File: src/rtl/dma_arb_pkg.sv
package dma_arb_pkg;
  typedef enum logic [1:0] {ST_IDLE, ST_RUN, ST_HELD} arbState_t;

  typedef struct packed {
    logic load;
    logic preempt;
    logic restore;
    logic drop;
  } arbStrobe_t;
endpackage

File: src/rtl/dma_arb_ctrl.sv
module dma_arb_ctrl
  import dma_arb_pkg::*;
(
  input  logic       clk,
  input  logic       rstN,
  input  logic       prioMode,
  input  logic       anyReq,
  input  logic       p0Avail,
  input  logic       wordDone,
  input  logic       burstDone,
  output arbStrobe_t strobe
);
  arbState_t state, stateNext;

  always_comb begin
    strobe    = '0;
    stateNext = state;
    unique case (state)
      ST_IDLE: if (anyReq) begin
        strobe.load = 1'b1;
        stateNext   = ST_RUN;
      end
      ST_RUN: begin
        if (burstDone) begin
          if (anyReq) strobe.load = 1'b1;
          else begin
            strobe.drop = 1'b1;
            stateNext   = ST_IDLE;
          end
        end else if (wordDone && prioMode && p0Avail) begin
          strobe.preempt = 1'b1;
          stateNext      = ST_HELD;
        end
      end
      ST_HELD: if (burstDone) begin
        strobe.restore = 1'b1;
        stateNext      = ST_RUN;
      end
      default: stateNext = ST_IDLE;
    endcase
  end

  always_ff @(posedge clk) begin
    if (!rstN) state <= ST_IDLE;
    else       state <= stateNext;
  end
endmodule

File: src/rtl/dma_arb_dp.sv
module dma_arb_dp
  import dma_arb_pkg::*;
#(
  parameter int NUM_CH = 10,
  parameter int PRIO_W = 2
) (
  input  logic                     clk,
  input  logic                     rstN,
  input  logic [NUM_CH-1:0]        reqVec,
  input  logic [NUM_CH*PRIO_W-1:0] prioVec,
  input  logic                     prioMode,
  input  arbStrobe_t               strobe,
  output logic                     anyReq,
  output logic                     p0Avail,
  output logic [NUM_CH-1:0]        grantOh,
  output logic                     preemptHeld,
  output logic                     resumePulse
);
  localparam int CH_W = (NUM_CH > 1) ? $clog2(NUM_CH) : 1;
  localparam logic [CH_W-1:0] LAST_CH = CH_W'(NUM_CH - 1);

  logic [PRIO_W-1:0] prioLvl [NUM_CH];
  logic [CH_W-1:0]   curCh, savedCh, rrPick, lvlPick, p0Pick, pick;
  logic              curValid, p0Found;
  logic [PRIO_W:0]   bestLvl;

  for (genvar i = 0; i < NUM_CH; i++) begin : g_unpack
    assign prioLvl[i] = prioVec[i*PRIO_W +: PRIO_W];
    assign grantOh[i] = curValid && (curCh == CH_W'(i));
  end

  assign anyReq = |reqVec;

  // Rotating pick: first requester after curCh, curCh itself last.
  always_comb begin
    logic hit;
    hit    = 1'b0;
    rrPick = curCh;
    for (int k = 1; k <= NUM_CH; k++) begin
      int idx;
      idx = (int'(curCh) + k) % NUM_CH;
      if (!hit && reqVec[idx]) begin
        hit    = 1'b1;
        rrPick = CH_W'(idx);
      end
    end
  end

  // Level pick: smallest level, strict compare keeps lowest index on ties.
  always_comb begin
    bestLvl = {1'b1, {PRIO_W{1'b0}}};
    lvlPick = '0;
    for (int i = 0; i < NUM_CH; i++) begin
      if (reqVec[i] && ({1'b0, prioLvl[i]} < bestLvl)) begin
        bestLvl = {1'b0, prioLvl[i]};
        lvlPick = CH_W'(i);
      end
    end
  end

  // Urgent pick: lowest-index level-0 requester other than the granted one.
  always_comb begin
    p0Found = 1'b0;
    p0Pick  = '0;
    for (int i = NUM_CH - 1; i >= 0; i--) begin
      if (reqVec[i] && (prioLvl[i] == '0) && (CH_W'(i) != curCh)) begin
        p0Found = 1'b1;
        p0Pick  = CH_W'(i);
      end
    end
  end

  assign pick    = prioMode ? lvlPick : rrPick;
  assign p0Avail = p0Found && curValid && (prioLvl[curCh] != '0);

  always_ff @(posedge clk) begin
    if (!rstN) begin
      curCh       <= LAST_CH;
      curValid    <= 1'b0;
      savedCh     <= '0;
      preemptHeld <= 1'b0;
      resumePulse <= 1'b0;
    end else begin
      resumePulse <= strobe.restore;
      if (strobe.load) begin
        curCh    <= pick;
        curValid <= 1'b1;
      end else if (strobe.preempt) begin
        savedCh     <= curCh;
        preemptHeld <= 1'b1;
        curCh       <= p0Pick;
      end else if (strobe.restore) begin
        curCh       <= savedCh;
        preemptHeld <= 1'b0;
      end else if (strobe.drop) begin
        curValid <= 1'b0;
      end
    end
  end
endmodule

File: src/rtl/dma_chan_arbiter.sv
module dma_chan_arbiter
  import dma_arb_pkg::*;
#(
  parameter int NUM_CH = 10,
  parameter int PRIO_W = 2
) (
  input  logic                     clk,
  input  logic                     rstN,
  input  logic [NUM_CH-1:0]        reqVec,
  input  logic [NUM_CH*PRIO_W-1:0] prioVec,
  input  logic                     schemeSel,
  input  logic                     wordDone,
  input  logic                     burstDone,
  output logic [NUM_CH-1:0]        grantOh,
  output logic                     preemptHeld,
  output logic                     resumePulse
);
  arbStrobe_t strobe;
  logic       anyReq, p0Avail;

  dma_arb_ctrl u_ctrl (
    .clk(clk), .rstN(rstN), .prioMode(schemeSel), .anyReq(anyReq),
    .p0Avail(p0Avail), .wordDone(wordDone), .burstDone(burstDone),
    .strobe(strobe)
  );

  dma_arb_dp #(.NUM_CH(NUM_CH), .PRIO_W(PRIO_W)) u_dp (
    .clk(clk), .rstN(rstN), .reqVec(reqVec), .prioVec(prioVec),
    .prioMode(schemeSel), .strobe(strobe), .anyReq(anyReq),
    .p0Avail(p0Avail), .grantOh(grantOh), .preemptHeld(preemptHeld),
    .resumePulse(resumePulse)
  );
endmodule

File: config.mk
export PLATFORM = sky130hd
export DESIGN_NAME = dma_chan_arbiter
export DESIGN_NICKNAME = d
export VERILOG_FILES = /design/src/rtl/dma_arb_pkg.sv /design/src/rtl/dma_arb_ctrl.sv /design/src/rtl/dma_arb_dp.sv /design/src/rtl/dma_chan_arbiter.sv
export SDC_FILE = /design/constraint.sdc
export NUM_CORES = 1
export LEC_CHECK = 0
export BUFFER_PORTS_ARGS = -buffer_cell sky130_fd_sc_hd__clkbuf_2
export CAP_MARGIN = 20
export CORE_AREA = 5 5 115 117
export DETAILED_ROUTE_END_ITERATION = 16
export DIE_AREA = 0 0 120 122
export GPL_ROUTABILITY_DRIVEN = 0
export PLACE_DENSITY_LB_ADDON = 0.08
export RECOVER_POWER = 100
export SYNTH_ARGS = -nofsm -noshare
export SYNTH_HDL_FRONTEND = slang
export SYNTH_SLANG_ARGS = --single-unit
File: constraint.sdc
create_clock -name clk -period 11.6 [get_ports clk]
set_input_delay 1.16 -clock clk [delete_from_list [all_inputs] [get_ports clk]]
set_output_delay 1.16 -clock clk [all_outputs]
set_load 0.05 [all_outputs]
After elaboration in Yosys (flattened, before gate mapping)
Index checks and enable logic that the tools add are counted.

Muxes and demuxes: 117. Reductions and logical operators: 84. Div/mod/pow operators: 10. Equality and inequality tests: 27. Add/subtract/negate cells: 10. $lt $le $gt $ge: 20. Bitwise gates (word level): 2.

Operators by type and width (count): 32-bit by 6-bit < comparator with 1-bit output, second input constant (10); 32-bit by 5-bit modulo with 32-bit output, second input constant (10); 4-bit 2-to-1 mux (26); 1-bit 2-to-1 mux (56); 1-bit logical AND (52); 1-bit binary-select mux with 4-bit select (10); 3-bit 2-to-1 mux (13); 2-bit by 3-bit < comparator with 1-bit output (9); 2-bit logical NOT (11); 4-bit by 3-bit adder with 5-bit output, second input constant (4); 2-bit 2-to-1 mux (9); 4-bit by 3-bit == test with 1-bit output, second input constant (4); 3-bit by 4-bit != test with 1-bit output, first input constant (4); 4-bit by 4-bit adder with 5-bit output, second input constant (3); 12-bit by 2-bit != test with 1-bit output, second input constant (1); 4-bit by 2-bit adder with 5-bit output, second input constant (2); 10-bit OR reduction (1); 1-bit logical NOT (9); 2-bit binary-select mux with 4-bit select (1); 4-bit by 2-bit == test with 1-bit output, second input constant (2); 4-bit == test, second input constant (2); 2-bit by 4-bit != test with 1-bit output, first input constant (2); 4-bit != test, first input constant (2); 2-bit != test, second input constant (3); other kinds (20) (24).

Flip-flop bits (word level): 13. Logic and storage cells: 276. Input bits: 35.

Depth between registers and ports, before layout
Gate-level depths: netlist of the first run.

Depth after elaboration: 35. Gate-level depth with buffers: 55. Gate-level depth less buffers: 54.

Cells and area by module
From an unflattened synthesis of the first run, not the netlist that was laid out.

Cell total of the unflattened synthesis: 841. Area, all modules: 6105.9 um^2.

By module, submodules not included: dma_arb_dp (sequential area each 220.2 um^2, times used 1, cells an instance 822, area an instance 5965.7 um^2); dma_arb_ctrl (sequential area each 40.0 um^2, times used 1, cells an instance 19, area an instance 140.1 um^2).

Least setup slack after synthesis of the first run
No wires, ideal clock.

Path type: input -> register. Start point: input reqVec[0]. End point: register u_dp.curCh[2]. Library setup time: 0.065 ns. Slack: 1.375 ns. Cell stages on the path: 48. Arrival: 10.160 ns. Cell sequence: clkbuf_1 nand2_1 ha_1 a21oi_1 o21ai_0 mux2_2 ha_1 o22ai_1 nand2_1 o31ai_1 mux2i_1 inv_1 ha_1 a2111o_1 nand2_1 mux2_2 inv_1 ha_1 [12 not listed] inv_1 ha_1 o221ai_1 o211ai_1 mux2i_1 ha_1 o21ai_0 nand2_1 a21oi_1 a31o_2 ha_1 nand2b_1 nor2_1 nor4_1 or4b_1 o2111ai_1 o221ai_1 nor2_1.

Word-level cells in the longest chain between the ends: 33. Elaborated cells between the ends (all ways): 119. Those cells by class: order compare: 9; eq/ne: 1; mux: 74; reduce/logical: 35.

Ends and longest elaborated chain: start, declared (line dma_chan_arbiter.sv:9) `input logic [NUM_CH-1:0] reqVec,`; branches (longest 33 deep; another with 2-bit by 3-bit < comparator with 1-bit output); end signal, assigned (line dma_arb_dp.sv:86) `curCh <= pick;`; end signal, assigned (line dma_arb_dp.sv:91) `curCh <= p0Pick;`; end signal, assigned (line dma_arb_dp.sv:93) `curCh <= savedCh;`; end, declared (line dma_arb_dp.sv:23) `logic [CH_W-1:0] curCh, savedCh, rrPick, lvlPick, p0Pick, pick;`.

Parallel ways; which one is timed is not known. The select of a mux whose other input is x is not followed. A chain may end at the register's enable or synchronous reset.

Final worst setup path of the first run
Ends and elaborated chain as after synthesis.

==> results of run 1 <==
how the worst min path moves through the flow:
stage                                      start                            to  slack (ns)  cells after the start
floorplan           u_dp.savedCh[0]$_SDFFE_PN0P_  u_dp.savedCh[0]$_SDFFE_PN0P_        0.47                      2
global placement    u_dp.savedCh[0]$_SDFFE_PN0P_  u_dp.savedCh[0]$_SDFFE_PN0P_        0.50                      2
detailed placement  u_dp.savedCh[0]$_SDFFE_PN0P_  u_dp.savedCh[0]$_SDFFE_PN0P_        0.50                      2
CTS                 u_dp.savedCh[3]$_SDFFE_PN0P_  u_dp.savedCh[3]$_SDFFE_PN0P_        0.51                      2
global route        u_dp.savedCh[0]$_SDFFE_PN0P_  u_dp.savedCh[0]$_SDFFE_PN0P_        0.55                      2
finish              u_dp.savedCh[3]$_SDFFE_PN0P_  u_dp.savedCh[3]$_SDFFE_PN0P_        0.51                      2
critical path: cells and delay by family:
family / cells / cell delay [ns]
simple gates: 12 / 1.93
compound gates: 19 / 3.27
mux: 6 / 1.99
fa+ha+maj: 9 / 2.26
buf+inv: 5 / 0.50
cell families (layout without fill, tap and decap cells):
group                    Yosys count  after routing  synth area share (%)
AO/OA/AOI/OAI                    298            298                  35.4
XOR/XNOR                          25             25                  3.96
adder cells (fa/ha/maj)           50             50                  9.85
buffers and inverters             82             96                  6.05
flip-flops                        13             13                  4.14
multiplexers                      57             57                  9.95
AND/OR/NAND/NOR                  361            361                  30.7
through the flow:
step	utilization (%)	cells	cell area [µm²]	hold slack, ns
floorplan	-	886	6290	0.471
finish	54.2	1050	6640	0.512
global route	54.2	1050	6640	0.549
detailed placement	53.3	1044	6540	0.498
CTS	54.0	1048	6620	0.513
global placement	53.3	1044	6540	0.496
timing repair:
| item | in CTS | in global routing |
|---|---|---|
| setup buffers | 0 | 1 |
| gates resized for setup | 0 | 6 |
| setup endpoints to repair | 0 | 4 |
cells in the final DEF, fill, tap and decap left out, drive strengths merged, types with 6 or more instances in the layout:
master | Yosys | routed
dfxtp | 13 | 13
nand4 | 8 | 8
o21ai | 57 | 57
and3 | 16 | 16
o221ai | 7 | 7
or3 | 13 | 13
o21a | 9 | 9
a21oi | 49 | 49
xor2 | 7 | 7
buf | 28 | 11
inv | 31 | 31
a21boi | 8 | 8
nor2 | 91 | 91
nand3b | 6 | 6
nand2 | 75 | 75
nor3 | 16 | 16
mux2 | 14 | 14
a31oi | 18 | 18
nor2b | 19 | 19
o211a | 8 | 8
nor3b | 6 | 6
ha | 47 | 47
a22oi | 11 | 11
nand3 | 29 | 29
nand4b | 6 | 6
and2 | 13 | 13
clkbuf | 22 | 53
xnor2 | 18 | 18
or2 | 10 | 10
a211oi | 17 | 17
nand2b | 24 | 24
o22ai | 7 | 7
o31ai | 10 | 10
o211ai | 16 | 16
o32ai | 6 | 6
nor4 | 9 | 9
mux2i | 40 | 40
area by class of cell:
| class | count | area [µm²] | share of cell area [%] |
|---|---|---|---|
| inverters | 32 | 120 | 1.81 |
| well taps | 150 | 188 | 2.83 |
| clock buffers | 4 | 78.8 | 1.19 |
| repair buffers | 60 | 313 | 4.71 |
| multi-input cells | 791 | 5680 | 85.5 |
| flip-flops and latches | 13 | 262 | 3.94 |
state kept, by name, indices dropped and copies added, names as in the netlist:
name	cells
u_dp.curValid	1
u_dp.curCh	4
u_dp.preemptHeld	1
u_dp.savedCh	4
u_dp.resumePulse	1
u_ctrl.state	2
synthesized netlist by cell type, types with 16 or more instances:
cell type	number	area share, %
o21ai_0	50	4.0
nor2_1	89	5.3
nand2_1	75	4.5
inv_1	27	1.6
clkbuf_1	22	1.3
nand2b_1	23	2.3
nor2b_1	19	1.9
nand3_1	27	2.1
buf_2	16	1.3
a31oi_1	18	1.8
a21oi_1	44	3.5
a211oi_1	16	1.9
ha_1	47	9.3
nor3_1	16	1.3
mux2i_1	40	6.4
metal layers:
metal / routed length, µm / vias up
met5: 0 / -
met4: 649 / 0
met2: 10400 / 356
li1: - / 3434
met3: 1450 / 60
met1: 8890 / 3474
==> run metrics, run 1 <==
GR peak layer=met2; Post-synth EDFFs=0; CP Capture Point=u_dp.curCh[2]$_SDFFE_PN0P_; final setup fails=0; Hold Path Class=register to register; initial antenna violation count=0; I/O Pins=47; CP max-delay cell=or4b_1; clock sink count=13; status=completed; final hold vios=0; R2R Setup Slk=4.73 ns; Synth Flop Type=dfxtp_1; First-pass DRT Iterations=6; die footprint=14600 µm²; crit path capture type=register; achievable clock frequency=0.0916 GHz; worst clock skew=0.00554 ns; Seq/Total Area, Yosys=4.14%; Final WS setup=0.683 ns; met1 GRT Util=35.2%; total number of vias=7324; Global Route met3 Usage=2.55%; worst setup path start=reqVec[0]; fin crit share=94.1%; DRC=0; CP most frequent cell=ha_1; CTS tree=yes; Setup WS pre-CTS=0.0936 ns; dpl hpwl=16.3 mm; Synth-to-Final Area Change=5.61%; Synth async-reset ratio=0%; worst endpoint required time=11.77 ns; via/cell ratio=6.98; worst reg2reg path startpoint=u_dp.curCh[3]$_SDFFE_PN1P_; Worst-Skew Late Latency=0.24 ns; Worst-Margin Slew=1.02 ns; fin nets=983; filler cell count=1184; Yosys Warn Count=0; largest stage delay on the critical path=0.50 ns; Slew Limit Fails=0; vias in the first global route=6899; PortBufs=46; cts hold-fix bufs=0; TritonCTS buffer count=3; Mean Syn Cell Area=7.10 µm²; ant diodes=0; met2 GRT Util=50.4%; Rel. slew slack=29.9%; Clock transition at path regs=0.05 ns; final WL=21.4 mm; Mapped Cells=886; synthesized cell area=6290 µm²; critical path type=primary input to register; Yosys cell types=106; largest net degree at the start of global routing=49; max cap viols=0; gr ovfl total=0; Synthesized Nets=968; Iteration-0 DRC Markers=630; share of cells above drive strength 1=14.1%; Routed wire per std cell=20.4 µm; worst reg2reg endpoint=u_dp.curCh[0]$_SDFFE_PN1P_; Starting Density=51.3%; Tot GR Track Use=28.0%; Clock Path Buffers=2; # rows=41; startpoint types=primary input; Worst Path Max Fanout=13; r2r worst-path depth=17; Crit path arrival time=11.09 ns; post-synthesis register bit count=13; Core Area=12300 µm²; Die X=120 µm; first-pass GRT wire length=34.3 mm; H-tree Lvls=1; final setup TNS=0 ns; Die H=122 µm; Final Critical Period=10.92 ns; Root Driver=clkbuf_16; RSZ-0062 raised after global routing=false; Post-DRT Antenna Nets=0
Power of run 1 is left out: the tool's default activity adds up to more than one toggle a clock period on the data nets, which glitch-free logic cannot reach.
==> run 2: changes to the inputs <==
Settings changed: CORE_AREA 5 5 115 117 to 5 5 114 116, DIE_AREA 0 0 120 122 to 0 0 119 121, SYNTH_HIERARCHICAL from default to 1.
==> run 2 against run 1 <==
Against the previous run: the run now ends with capacitance limit, slew limit left; core utilization rose by 0.10 points; first-iteration DRC count down 6.0%; maximum frequency up 0.60%; die area is 1.6% lower; wire length shrank 8.0%; hold slack about the same.
==> run metrics, run 2 <==
Post-synth EDFFs=0; filler cell count=1186; Worst-Margin Slew=1.67 ns; Worst-Skew Late Latency=0.24 ns; final hold slack=0.512 ns; Synth-to-Final Area Change=5.00%; CP most frequent cell=ha_1; critical path type=primary input to register; largest net degree at the start of global routing=37; failing checks=capacitance limit, slew limit; final setup TNS=0 ns; Starting Density=51.7%; # rows=40; Crit path arrival time=10.97 ns; post-synthesis register bit count=13; die footprint=14400 µm²; max cap viols=1; fin crit share=93.5%; Clock Path Buffers=2; total number of vias=6913; Top delay family on crit path=compound AO/OA/AOI/OAI gates; final setup fails=0; biggest regs=u_dp/curCh (4), u_dp/savedCh (4), u_ctrl/state (2); TritonCTS buffer count=3; Die X=119 µm; Peak VDD IR=0.126 mV; Crit path buffers/inverters=6; Yosys Warn Count=6; most frequent cells in the layout=nand2_1 (69), nor2_1 (66), a21oi_1 (57); most common cell after layout, fill and taps aside=nand2_1; final WL=19.7 mm; Clock transition at path regs=0.05 ns; vias in the first global route=6478; Core Area=11800 µm²; H-tree Lvls=1; Die H=121 µm; CTS tree=yes; Root Driver=clkbuf_16; share of cells above drive strength 1=14.4%; via/cell ratio=6.89; startpoint types=primary input; leading area contributor after synthesis=ha_1; Synth async-reset ratio=0%; Yosys top cell area share=9.84%; Final Critical Period=10.85 ns; Worst Path Max Fanout=14; Leakage=2.57 nW; Rel. slew slack=-11.3%; Mapped Cells=841; fin nets=940; initial antenna violation count=0; first-pass GRT wire length=31.8 mm; dpl hpwl=14.9 mm; Routed wire per std cell=19.6 µm; worst clock skew=0.00280 ns; top-count cell post-synth=nand2_1; clock sink count=13; worst endpoint required time=11.72 ns; achievable clock frequency=0.0922 GHz; Power Density=358 nW/µm²; synthesized cell area=6110 µm²; Post-DRT Antenna Nets=0; Synth Flop Type=dfxtp_1; RSZ-0062 raised after global routing=false; Slew Limit Fails=29; First-pass DRT Iterations=5; Tot GR Track Use=26.1%; Synthesized Nets=924; status=finished with violations; DRC=0; ant diodes=0; Yosys cell types=105; top cells by count, synth=nand2_1 (69), nor2_1 (66), a21oi_1 (58); Hold Path Class=register to register; Seq/Total Area, Yosys=4.26%; top post-synthesis cells by area=ha_1 (9.8%), mux2i_1 (5.2%), a21oi_1 (4.8%), dfxtp_1 (4.3%), nand2_1 (4.2%); Iteration-0 DRC Markers=592; PortBufs=46; setup bufs post-CTS=0; gr ovfl total=0; I/O Pins=47; CP max-delay cell=mux2_1; Mean Syn Cell Area=7.26 µm²; crit path capture type=register; largest stage delay on the critical path=0.39 ns; final hold vios=0
[run 2: changes by cell type after synthesis, sizes merged, moves of 5 or more]
cell,previous run,this run
buf,28,22
a21oi,49,67
nor2,91,67
inv,31,37
nand2,75,70
o211a,8,2
nor4,9,4
mux4,3,8
nor3,16,22
a22oi,11,4
mux2i,40,34
nand4b,6,1
[run 2: kinds of logic (layout without fill, tap and decap cells)]
group | after synthesis | count (layout) | share of synthesized area [%]
muxes | 56 | 56 | 11.4
buffers and inverters | 80 | 95 | 6.07
and+or+nand+nor | 323 | 323 | 28.3
adders and majority gates | 52 | 52 | 10.5
DFF | 13 | 13 | 4.26
AOI/OAI and AO/OA | 294 | 294 | 35.4
xor gates and xnor gates | 23 | 23 | 4.10
[run 2: final timing paths]
kind / startpoint / end / slack, ns / cells past startpoint
worst max-delay path: reqVec[0] / u_dp/curCh[2]$_SDFFE_PN0P_ / 0.75 / 51
worst min-delay path: u_dp/savedCh[1]$_SDFFE_PN0P_ / u_dp/savedCh[1]$_SDFFE_PN0P_ / 0.51 / 2
worst max register to register: u_dp/curCh[2]$_SDFFE_PN0P_ / u_dp/curCh[1]$_SDFFE_PN0P_ / 4.28 / 16
worst min register to register: u_dp/savedCh[1]$_SDFFE_PN0P_ / u_dp/savedCh[1]$_SDFFE_PN0P_ / 0.51 / 2
[run 2: worst register-to-register path, cell delays in order, from the launching register on]
cell and delay, ns:
dfxtp_1 0.57, clkbuf_1 1.26, inv_1 0.72, ha_1 0.62, a2111oi_4 0.55, nor2_1 0.10, xnor2_1 0.14, ha_1 0.42
mux4_2 0.34, mux4_2 0.51, a21oi_2 0.29, a21boi_4 0.24, and4_1 0.58, a41o_1 0.26, a21oi_1 0.11, a221o_1 0.32
a31o_1 0.18
[run 2: cell type report]
cell class / count / area, µm² / share of cell area (%)
clock buffer: 4 / 78.8 / 1.23
sequential: 13 / 262 / 4.08
timing repair buffer: 53 / 265 / 4.14
inverter: 38 / 143 / 2.22
tap: 147 / 184 / 2.87
multi-input combinational: 748 / 5480 / 85.5
[run 2: power breakdown]
| part | switching (mW) | internal [mW] | total (mW) |
|---|---|---|---|
| clock | 0.0201 | 0.0465 | 0.0666 |
| sequential | 0.00613 | 0.0515 | 0.0576 |
| combinational | 1.32 | 0.849 | 2.17 |
| total | 1.35 | 0.947 | 2.29 |
[run 2: per-stage QoR]
step | setup WS [ns] | power (mW) | std cells | util (%) | area, µm²
floorplan | 1.41 | 1.78 | 841 | - | 6110
global placement | 0.908 | 2.12 | 999 | 53.7 | 6350
detailed placement | 0.592 | 2.17 | 999 | 53.7 | 6350
CTS | 0.802 | 2.24 | 1003 | 54.4 | 6420
global route | 0.0589 | 2.49 | 1003 | 54.3 | 6410
finish | 0.748 | 2.29 | 1003 | 54.3 | 6410
[run 2: layer usage]
metal | part of all wire, % | wire length [µm] | vias to the layer above | GRT usage [%]
li1 | - | - | 3257 | -
met1 | 42 | 8370 | 3276 | 33.8
met2 | 48 | 9500 | 331 | 46.6
met3 | 6.6 | 1290 | 49 | 1.45
met4 | 2.7 | 526 | 0 | 8.25
met5 | 0 | 0 | - | 0
[run 2: repair_timing]
| action | 4_1_cts | 5_1_grt |
|---|---|---|
| setup endpoints to repair | 0 | 3 |
| hold buffers | 0 | 0 |
| gates resized for setup | 0 | 1 |
No activity file was read; power rests on OpenSTA's default activity.
==> run 3: changes to the inputs <==
Settings changed: CORE_AREA 5 5 114 116 to 10 10 119 121, DIE_AREA 0 0 119 121 to 0 0 129 131.
==> run 3 against run 2 <==
Against the previous run: the flow still finishes with violations (capacitance limit, slew limit); setup slack worse by 0.077 ns; die area is 17% higher; critical path depth stayed put; core utilization is 0.053 points lower; clock skew hardly changed; global-route usage is 2.8 points lower; sequential share of layout area hardly changed; combinational power hardly changed; clock-buffer cell count stayed put; via count hardly changed; critical path type unchanged; largest cell class unchanged.
==> run metrics, run 3 (synthesis results as in run 2) <==
vias in the first global route=6708; Core Area=11800 µm²; switching part of the total=59.0%; Top delay family on crit path=compound AO/OA/AOI/OAI gates; most common cell after layout, fill and taps aside=nand2_1; share of cells above drive strength 1=14.4%; Worst-Skew Late Latency=0.24 ns; final setup fails=0; Post-DRT Antenna Nets=0; total number of vias=6910; Worst Path Max Fanout=14; Worst-Margin Slew=1.69 ns; Hold Path Class=register to register; RSZ-0062 raised after global routing=false; largest net degree at the start of global routing=37; critical path type=primary input to register; die footprint=16900 µm²; crit path capture type=register; Die H=131 µm; DRC=0; sequential power share=2.9%; most frequent cells in the layout=nand2_1 (69), nor2_1 (66), a21oi_1 (57); ant diodes=0; switching pwr=1.36 mW; final WL=20.4 mm; Tot GR Track Use=23.3%; first-pass GRT wire length=32.8 mm; Leakage=2.57 nW; Starting Density=51.7%; First-pass DRT Iterations=5; Clock Path Buffers=2; Synth-to-Final Area Change=4.90%; # rows=40; PortBufs=46; Slew Limit Fails=29; R2R Setup Slk=4.18 ns; cts hold-fix bufs=0; TritonCTS buffer count=3; worst clock skew=0.00322 ns; Pint=947 µW; final hold vios=0; Final Critical Period=10.93 ns; Crit path buffers/inverters=6; Iteration-0 DRC Markers=572; dpl hpwl=15.5 mm; achievable clock frequency=0.0915 GHz; startpoint types=primary input; CP most frequent cell=ha_1; Root Driver=clkbuf_16; worst endpoint required time=11.72 ns; Clock transition at path regs=0.04 ns; failing checks=capacitance limit, slew limit; biggest regs=u_dp/curCh (4), u_dp/savedCh (4), u_ctrl/state (2); fin nets=939; Die X=129 µm; combinational power share=94.3%; final setup TNS=0 ns; Power Density=361 nW/µm²; fin crit share=94.2%; Peak VDD IR=0.149 mV; Pwr Total=2.31 mW; clock sink count=13; CTS tree=yes; status=finished with violations; largest stage delay on the critical path=0.40 ns; clock group share of total power=2.8%; gr ovfl total=0; CP max-delay cell=mux2_2; I/O Pins=47; H-tree Lvls=1; max cap viols=1; initial antenna violation count=0; Crit path arrival time=11.05 ns; via/cell ratio=6.90; Routed wire per std cell=20.4 µm; Rel. slew slack=-12.7%
==> run 3: changes by cell type in the layout (fill, tap and decap cells not counted), sizes merged <==
cell	change
buf	-1
==> run 3: through the flow <==
stage | worst slack [ns] | hold WS, ns | utilization, % | cells | cell area [µm²]
CTS | 0.782 | 0.512 | 54.3 | 1002 | 6420
finish | 0.671 | 0.507 | 54.2 | 1002 | 6400
detailed placement | 0.555 | 0.501 | 53.7 | 998 | 6340
global placement | 0.910 | 0.493 | 53.7 | 998 | 6340
floorplan | 1.41 | 0.474 | - | 841 | 6110
global route | 0.0215 | 0.555 | 54.2 | 1002 | 6400
==> run 3: final timing paths <==
path / from / to / depth (start not counted)
worst max register to register: u_dp/curCh[2]$_SDFFE_PN0P_ / u_dp/curCh[1]$_SDFFE_PN0P_ / 16
worst min-delay path: u_dp/preemptHeld$_SDFFE_PN0P_ / u_dp/preemptHeld$_SDFFE_PN0P_ / 2
worst min register to register: u_dp/preemptHeld$_SDFFE_PN0P_ / u_dp/preemptHeld$_SDFFE_PN0P_ / 2
worst max-delay path: reqVec[0] / u_dp/curCh[2]$_SDFFE_PN0P_ / 51
==> run 3: area by class of cell <==
type                    count  area, µm²
inverters                  38        143
well taps                 147        184
repair buffers             52        259
flip-flops and latches     13        262
clock buffers               4       78.8
multi-input cells         748       5480
fillers                  1177       5410
==> run 3: timing repair <==
| item | 4_1_cts | 5_1_grt |
|---|---|---|
| setup endpoints to repair | 0 | 3 |
| setup buffers | 0 | 0 |
| gates resized for setup | 0 | 1 |
==> run 3: per-layer routing <==
metal / track usage [%] / vias up / share of wire (%)
met2: 41.1 / 352 / 48
met4: 7.83 / 0 / 2.6
met1: 28.8 / 3256 / 42
li1: - / 3249 / -
met3: 2.66 / 53 / 7.7
met5: 0 / - / 0
==> run 3: power groups by stage <==
| stage | Sequential [mW] | Combinational [mW] | Clock [mW] |
|---|---|---|---|
| 3_5_place_dp | 0.0665 | 2.10 | 0 |
| 4_1_cts | 0.0657 | 2.12 | 0.0662 |
| 3_3_place_gp | 0.0663 | 2.06 | 0 |
| 6_report | 0.0659 | 2.18 | 0.0649 |
| 5_1_grt | 0.0670 | 2.36 | 0.0685 |
| 2_1_floorplan | 0.0624 | 1.72 | 0 |
==> run 3: tightest hold or removal path, delay by kind of cell, from the launching register on <==
family / cells / cell delay (ns)
flops: 1 / 0.32
simple gates: 1 / 0.09
compound gates: 1 / 0.06
